<file path="src/rtl/bexp_pkg.sv">
package bexp_pkg;
  typedef enum logic {
    SCAN_FROM_LSB = 1'b0,
    SCAN_FROM_MSB = 1'b1
  } scan_dir_e;
endpackage

</file>
<file path="src/rtl/bexp_reverse.sv">
module bexp_reverse #(
  parameter int W = 16
) (
  input  logic [W-1:0] in_v,
  output logic [W-1:0] out_v
);
  for (genvar i = 0; i < W; i++) begin : g_bit
    assign out_v[i] = in_v[W-1-i];
  end
endmodule

</file>
<file path="src/rtl/bexp_lane_slice.sv">
// Deposits source bits into one group of LANES mask positions.
module bexp_lane_slice #(
  parameter int WIDTH = 16,
  parameter int LANES = 4,
  localparam int UW = $clog2(LANES + 1)
) (
  input  logic [LANES-1:0] mask_bits,
  input  logic [WIDTH-1:0] src_bits,
  output logic [LANES-1:0] dep_bits,
  output logic [UW-1:0]    taken
);
  always_comb begin
    logic [UW-1:0] k;
    k = '0;
    for (int j = 0; j < LANES; j++) begin
      dep_bits[j] = mask_bits[j] & src_bits[k];
      k = k + UW'(mask_bits[j]);
    end
    taken = k;
  end
endmodule

</file>
<file path="src/rtl/bit_expand_unit.sv">
module bit_expand_unit
  import bexp_pkg::*;
#(
  parameter int WIDTH = 16,
  parameter int LANES = 4,
  localparam int CW = $clog2(WIDTH + 1)
) (
  input  logic             clk,
  input  logic             rst_n,
  input  logic             start_i,
  input  logic             left_i,
  input  logic [WIDTH-1:0] data_i,
  input  logic [WIDTH-1:0] mask_i,
  output logic             busy_o,
  output logic             done_o,
  output logic [WIDTH-1:0] result_o,
  output logic [CW-1:0]    count_o
);
  localparam int STEPS = WIDTH / LANES;
  localparam int SW    = (STEPS > 1) ? $clog2(STEPS) : 1;
  localparam int UW    = $clog2(LANES + 1);

  // state registers
  logic             busy_q, busy_nx;
  logic             done_q, done_nx;
  scan_dir_e        dir_q,  dir_nx;
  logic [WIDTH-1:0] src_q,  src_nx;
  logic [WIDTH-1:0] msk_q,  msk_nx;
  logic [WIDTH-1:0] acc_q,  acc_nx;
  logic [CW-1:0]    cnt_q,  cnt_nx;
  logic [SW-1:0]    step_q, step_nx;
  logic             accept, load_en;

  // datapath wires
  logic [WIDTH-1:0] data_rev, mask_rev, acc_rev;
  logic [LANES-1:0] dep;
  logic [UW-1:0]    taken;

  bexp_reverse #(.W(WIDTH)) u_rev_data (.in_v(data_i), .out_v(data_rev));
  bexp_reverse #(.W(WIDTH)) u_rev_mask (.in_v(mask_i), .out_v(mask_rev));
  bexp_reverse #(.W(WIDTH)) u_rev_acc  (.in_v(acc_q),  .out_v(acc_rev));

  bexp_lane_slice #(.WIDTH(WIDTH), .LANES(LANES)) u_slice (
    .mask_bits (msk_q[LANES-1:0]),
    .src_bits  (src_q),
    .dep_bits  (dep),
    .taken     (taken)
  );

  assign accept  = start_i & ~busy_q;
  assign load_en = accept | busy_q;

  // next-state logic
  always_comb begin
    busy_nx = busy_q;
    done_nx = 1'b0;
    dir_nx  = dir_q;
    src_nx  = src_q;
    msk_nx  = msk_q;
    acc_nx  = acc_q;
    cnt_nx  = cnt_q;
    step_nx = step_q;
    if (accept) begin
      busy_nx = 1'b1;
      dir_nx  = left_i ? SCAN_FROM_MSB : SCAN_FROM_LSB;
      src_nx  = left_i ? data_rev : data_i;
      msk_nx  = left_i ? mask_rev : mask_i;
      acc_nx  = '0;
      cnt_nx  = '0;
      step_nx = SW'(STEPS - 1);
    end else if (busy_q) begin
      src_nx = src_q >> taken;
      msk_nx = msk_q >> LANES;
      acc_nx = acc_q >> LANES;
      acc_nx[WIDTH-1 -: LANES] = dep;
      cnt_nx = cnt_q + CW'(taken);
      if (step_q == '0) begin
        busy_nx = 1'b0;
        done_nx = 1'b1;
      end else begin
        step_nx = step_q - 1'b1;
      end
    end
  end

  // control registers
  always_ff @(posedge clk or negedge rst_n) begin
    if (!rst_n) begin
      busy_q <= 1'b0;
      done_q <= 1'b0;
    end else begin
      busy_q <= busy_nx;
      done_q <= done_nx;
    end
  end

  // datapath registers, enabled only on accept or while working
  always_ff @(posedge clk or negedge rst_n) begin
    if (!rst_n) begin
      dir_q  <= SCAN_FROM_LSB;
      src_q  <= '0;
      msk_q  <= '0;
      acc_q  <= '0;
      cnt_q  <= '0;
      step_q <= '0;
    end else if (load_en) begin
      dir_q  <= dir_nx;
      src_q  <= src_nx;
      msk_q  <= msk_nx;
      acc_q  <= acc_nx;
      cnt_q  <= cnt_nx;
      step_q <= step_nx;
    end
  end

  assign busy_o   = busy_q;
  assign done_o   = done_q;
  assign result_o = (dir_q == SCAN_FROM_MSB) ? acc_rev : acc_q;
  assign count_o  = cnt_q;
endmodule

</file>
<file path="config.mk">
export PLATFORM = sky130hd
export DESIGN_NAME = bit_expand_unit
export DESIGN_NICKNAME = d
export VERILOG_FILES = /design/src/rtl/bexp_pkg.sv /design/src/rtl/bexp_reverse.sv /design/src/rtl/bexp_lane_slice.sv /design/src/rtl/bit_expand_unit.sv
export SDC_FILE = /design/constraint.sdc
export NUM_CORES = 1
export LEC_CHECK = 0
export BUFFER_PORTS_ARGS = -buffer_cell sky130_fd_sc_hd__buf_2
export CORE_AREA = 8 8 112 114
export DETAILED_ROUTE_END_ITERATION = 6
export DIE_AREA = 0 0 120 122
export GPL_TIMING_DRIVEN = 0
export PLACE_DENSITY_LB_ADDON = 0.2
export SYNTH_ARGS = -nofsm -noshare
export SYNTH_HDL_FRONTEND = slang
export SYNTH_SLANG_ARGS = --single-unit
</file>
<file path="constraint.sdc">
create_clock -name clk -period 4.5 [get_ports clk]
set_input_delay 0.225 -clock clk [delete_from_list [all_inputs] [get_ports clk]]
set_output_delay 0.225 -clock clk [all_outputs]
set_load 0.03 [all_outputs]
</file>
# Word-level counts from Yosys, hierarchy flattened
# Cells that the tools add are included.
[op_classes]
n_bitwise = 7
n_eq_ne = 1
magnitude_cmp = 3
shift = 1
n_addsub = 5
muxes = 27
n_reduce_logical = 5
[ops]
columns = ["op", "count"]
rows = [
  ["16-bit 2-to-1 mux", 9],
  ["16-bit by 3-bit >> shifter with 16-bit output", 1],
  ["1-bit 2-to-1 mux", 11],
  ["3-bit by 5-bit less-than comparator with 1-bit output (second input constant)", 2],
  ["5-bit 2-to-1 mux", 2],
  ["3-bit by 1-bit adder with 3-bit output", 2],
  ["1-bit binary-select mux with 3-bit select", 2],
  ["2-bit 2-to-1 mux", 3],
  ["5-bit by 3-bit adder with 5-bit output", 1],
  ["1-bit AND", 5],
  ["1-bit by 5-bit less-than comparator with 1-bit output (second input constant)", 1],
  ["2-bit AND reduction", 2],
  ["3-bit AND reduction", 1],
  ["1-bit by 1-bit adder with 2-bit output", 1],
  ["2-bit zero test", 1],
  ["2-bit != test (second input constant)", 1],
  ["2-bit nonzero test", 1],
  ["2-bit by 1-bit subtractor with 2-bit output (second input constant)", 1],
  ["1-bit NOT", 1],
  ["1-bit bitwise OR", 1],
]
[totals]
wordCells = 57
regBits = 58

# Longest topological paths before layout
[logic_depth]
ltp_word = 7
ltp_mapped = 10
depth_no_buf = 9

# Hierarchy
# A second synthesis with hierarchy kept.
[hier_totals]
hier_cells = 460
hier_area_um2 = 4098.9
[modules_own_cells]
columns = ["mod", "area_each_um2", "cells_each", "n_inst", "seq_area_each_um2"]
rows = [
  ["bit_expand_unit", 3507.1, 389, 1, 1451.4],
  ["bexp_reverse", 120.1, 16, 3, 0.0],
  ["bexp_lane_slice", 231.5, 23, 1, 0.0],
]

# Least setup slack after synthesis
# Ideal clock, no wire load.
[synth_path]
path_kind = "reg-to-reg"
start = "register msk_q[0]"
end = "register cnt_q[4] (netlist: count_o[4])"
t_required_ns = 4.417
n_path_buf = 1
arrival_time_ns = 2.810
period_less_slack_ns = 2.892
setup_time_ns = 0.083
stages_incl_launch_ff = 11
path_slack_ns = 1.608
cell_sequence = "dfrtp_1 fa_1 ha_1 fa_1 buf_4 inv_1 fa_1 nor2b_1 o21ai_0 xor2_1 o21ai_0"
[synth_between]
elab_chain_cells = 6
[synth_rtl]
columns = ["item", "line", "source"]
rows = [
  ["start, declared", "bit_expand_unit.sv:28", "logic [WIDTH-1:0] msk_q, msk_nx;"],
  ["start signal, assigned", "bit_expand_unit.sv:109", "msk_q <= msk_nx;"],
  ["1-bit by 1-bit adder with 2-bit output", "bexp_lane_slice.sv:17", "k = k + UW'(mask_bits[j]);"],
  ["3-bit by 1-bit adder with 3-bit output (2 in series)", "bexp_lane_slice.sv:17", ""],
  ["5-bit by 3-bit adder with 5-bit output", "bit_expand_unit.sv:76", "cnt_nx = cnt_q + CW'(taken);"],
  ["5-bit 2-to-1 mux", "bit_expand_unit.sv:71", "end else if (busy_q) begin"],
  ["5-bit 2-to-1 mux", "bit_expand_unit.sv:63", "if (accept) begin"],
  ["end signal, assigned", "bit_expand_unit.sv:111", "cnt_q <= cnt_nx;"],
  ["end, declared", "bit_expand_unit.sv:30", "logic [CW-1:0] cnt_q, cnt_nx;"],
]
# Every way passes these cells. The select of a mux whose other input is x is not followed.
# A chain may end at the register's enable or synchronous reset.

# Final worst setup path
# Same ends and word-level chain as after synthesis.

==> results.txt <==
Yosys warns - 0
Maximum VDD drop - 0.000353 V
Pleak - 2.06 nW
GRT Overall Usage - 15.1%
Pwr dens - 838 nW/µm²
Max Fanout on Critical Path - 10
Vias - 3232
GRT overflow - 0
RSZ-0062 raised after global routing - no
Die H - 122 µm
Setup slack at placement - 1320 ps
Max Clock Skew - 10.3 ps
Final min period - 3150 ps
Clock network power share - 14.9%
# diodes - 0
DRC - 0
Most common cell after layout, fill and taps aside - buf_2
Initial Util - 34.6%
Synth cell types - 39
Syn Inst Count - 388
Nets - 505
Ports - 59
Relative slew slack - 49.3%
Width of the die - 120 µm
Max_cap viols - 0
Starting DRT DRC Count - 223
Cells on worst reg2reg path - 10
Number of H-tree levels - 3
Area Growth Syn to Fin - 18.7%
Net Count, Synth - 436
Critical Path End Type - flip-flop
Drt total wl - 10600 µm
Vias per cell - 5.37
Seq/Total Area, Yosys - 39.2%
Pins Over Slew Limit - 0
Vias in the first global route - 3314
Max clock buf depth - 2
Synth Register Bits - 58
TritonCTS clock tree - built
Postcts setup bufs - 0
Commonest non-fill, non-tap cells in the layout - 66 x buf_2, 58 x dfrtp_1, 55 x nand2_1, 55 x o21ai_0, 49 x mux2i_1
Worst skew pair latency - 350 ps
DRT Pass-1 Iters - 5
Net Sw Frac - 46.3%
Post-Syn Area - 3700 µm²
CP required - 4760 ps
Die area - 14600 µm²
Detail Route Antenna Nets - 0
Internal Power - 0.00198 W
Hold/Removal Path Class - input port to flip-flop
First-pass GRT wire length - 17600 µm
CTS buffer count - 9
DP HPWL - 7840 µm
Core area - 10700 µm²
CTS root buf - clkbuf_8
Synth area leader - dfrtp_1
Buffers on Ports - 57
Drt wl/cell - 17.6 µm
Row count - 38
Largest net degree at the start of global routing - 59
WHS - 224 ps
Post-CTS Resized - 0
Worst-path clk slew - 80 ps
Share of cells above drive strength 1 - 24.2%
CP arrival - 3420 ps
Synth area leaders - dfrtp_1 39%, mux2i_1 13%, mux2_2 7.6%, o21ai_0 7.4%, nand2_1 5.6%
Outcome - finished clean
Startpoint Class - flip-flop
Switching pwr - 0.00170 W
Fin Setup TNS - 0 ps
Clock Sink Count - 58
Worst slew pin tran - 761 ps
Routability congestion estimate - 0.865
Final Hold Fails - 0
Initial antenna violation count - 0
Fmax - 317 MHz
Seq pwr share - 25.7%
Critical path class - flip-flop to flip-flop
Tcrit/Tclk final - 70.1%
Hold path cells - 3
Share of the synthesized area in the top cell type - 39.2%
Syn avg cell area - 9.54 µm²
Final WS setup - 1350 ps
Gate power share - 59.4%
Setup Viol. Count Final - 0
power by group through the flow:
stage               registers (W)  logic (W)  clock network [W]
global placement         0.000946    0.00215                  0
detailed placement       0.000951    0.00218                  0
floorplan                0.000929    0.00164                  0
CTS                      0.000945    0.00220           0.000559
finish                   0.000947    0.00218           0.000548
global route             0.000982    0.00242           0.000579
flip-flops by register name, summed over array words and instances, names as in the netlist:
name and cells:
acc_q 16, dir_q 1, msk_q 16, step_q 2, count_o 5, busy_o 1, src_q 16, done_o 1
synth_stat cells (all sizes together):
cell	instances
a311oi	1
mux4	3
clkinv	1
or2	1
o31ai	2
o21ai	56
ha	9
o221ai	1
a22o	3
inv	8
nand3	6
nor3	2
nand3b	1
a21oi	5
or3	1
nand2	55
a22oi	2
o32ai	3
nor2	16
mux2i	49
a32o	1
fa	3
xor2	2
o211ai	9
buf	18
nand2b	14
nor2b	2
dfrtp	58
o22ai	2
a21o	1
a31oi	6
a211oi	9
and2	1
mux2	25
clkbuf	12
timing repair:
action,4_1_cts,5_1_grt
hold endpoints to repair,58,0
hold buffers,1,0
setup endpoints to repair,0,0
final timing paths:
path / from / to / slack (ps)
min in group asynchronous: rst_n / acc_q[5] / 500
setup reg to reg: msk_q[0] / count_o[4] / 1350
hold / removal: mask_i[13] / msk_q[13] / 220
hold reg to reg: step_q[0] / step_q[0] / 480
setup / recovery: msk_q[0] / count_o[4] / 1350
max in group asynchronous: rst_n / src_q[7] / 3500
area by class of cell:
class,count,area (µm²)
Fill cell,1088,6310
Tap cell,140,175
Clock inverter,5,77.6
Buffer,30,136
Multi-Input combinational cell,291,2080
Inverter,9,33.8
Clock buffer,11,141
Timing Repair Buffer,58,298
Sequential cell,58,1450
routing by layer:
layer / wire, µm / part of all wire [%] / track usage [%]
met2: 4940 / 47 / 24.0
met1: 4830 / 45 / 19.5
met3: 680 / 6.4 / 3.66
met4: 169 / 1.6 / 5.46
met5: 0 / 0 / 0
metrics by stage:
step | utilization [%] | total power (W) | cell area (µm²) | instances
floorplan | - | 0.00256 | 3700 | 388
CTS | 41.1 | 0.00370 | 4390 | 602
global placement | 38.9 | 0.00310 | 4160 | 585
detailed placement | 38.9 | 0.00313 | 4160 | 585
global route | 41.1 | 0.00398 | 4390 | 602
finish | 41.1 | 0.00368 | 4390 | 602
cells by family after synthesis:
group                      Yosys count  share of synthesized area, %
and+or+nand+nor                     99                          11.7
xor gates and xnor gates             2                         0.474
DFF                                 58                          39.2
buffers and inverters               39                          4.60
adders and majority gates           12                          4.67
AOI/OAI and AO/OA                  101                          16.4
muxes                               77                          22.9
critical path, stage by stage (launching register included):
cell     delay, ps
dfrtp_1        470
fa_1           540
ha_1           210
fa_1           540
buf_4          220
inv_1          130
fa_1           430
nor2b_1        130
o21ai_0         90
xor2_1         140
o21ai_0        140
Note: power is estimated with default switching activity, not from simulation.
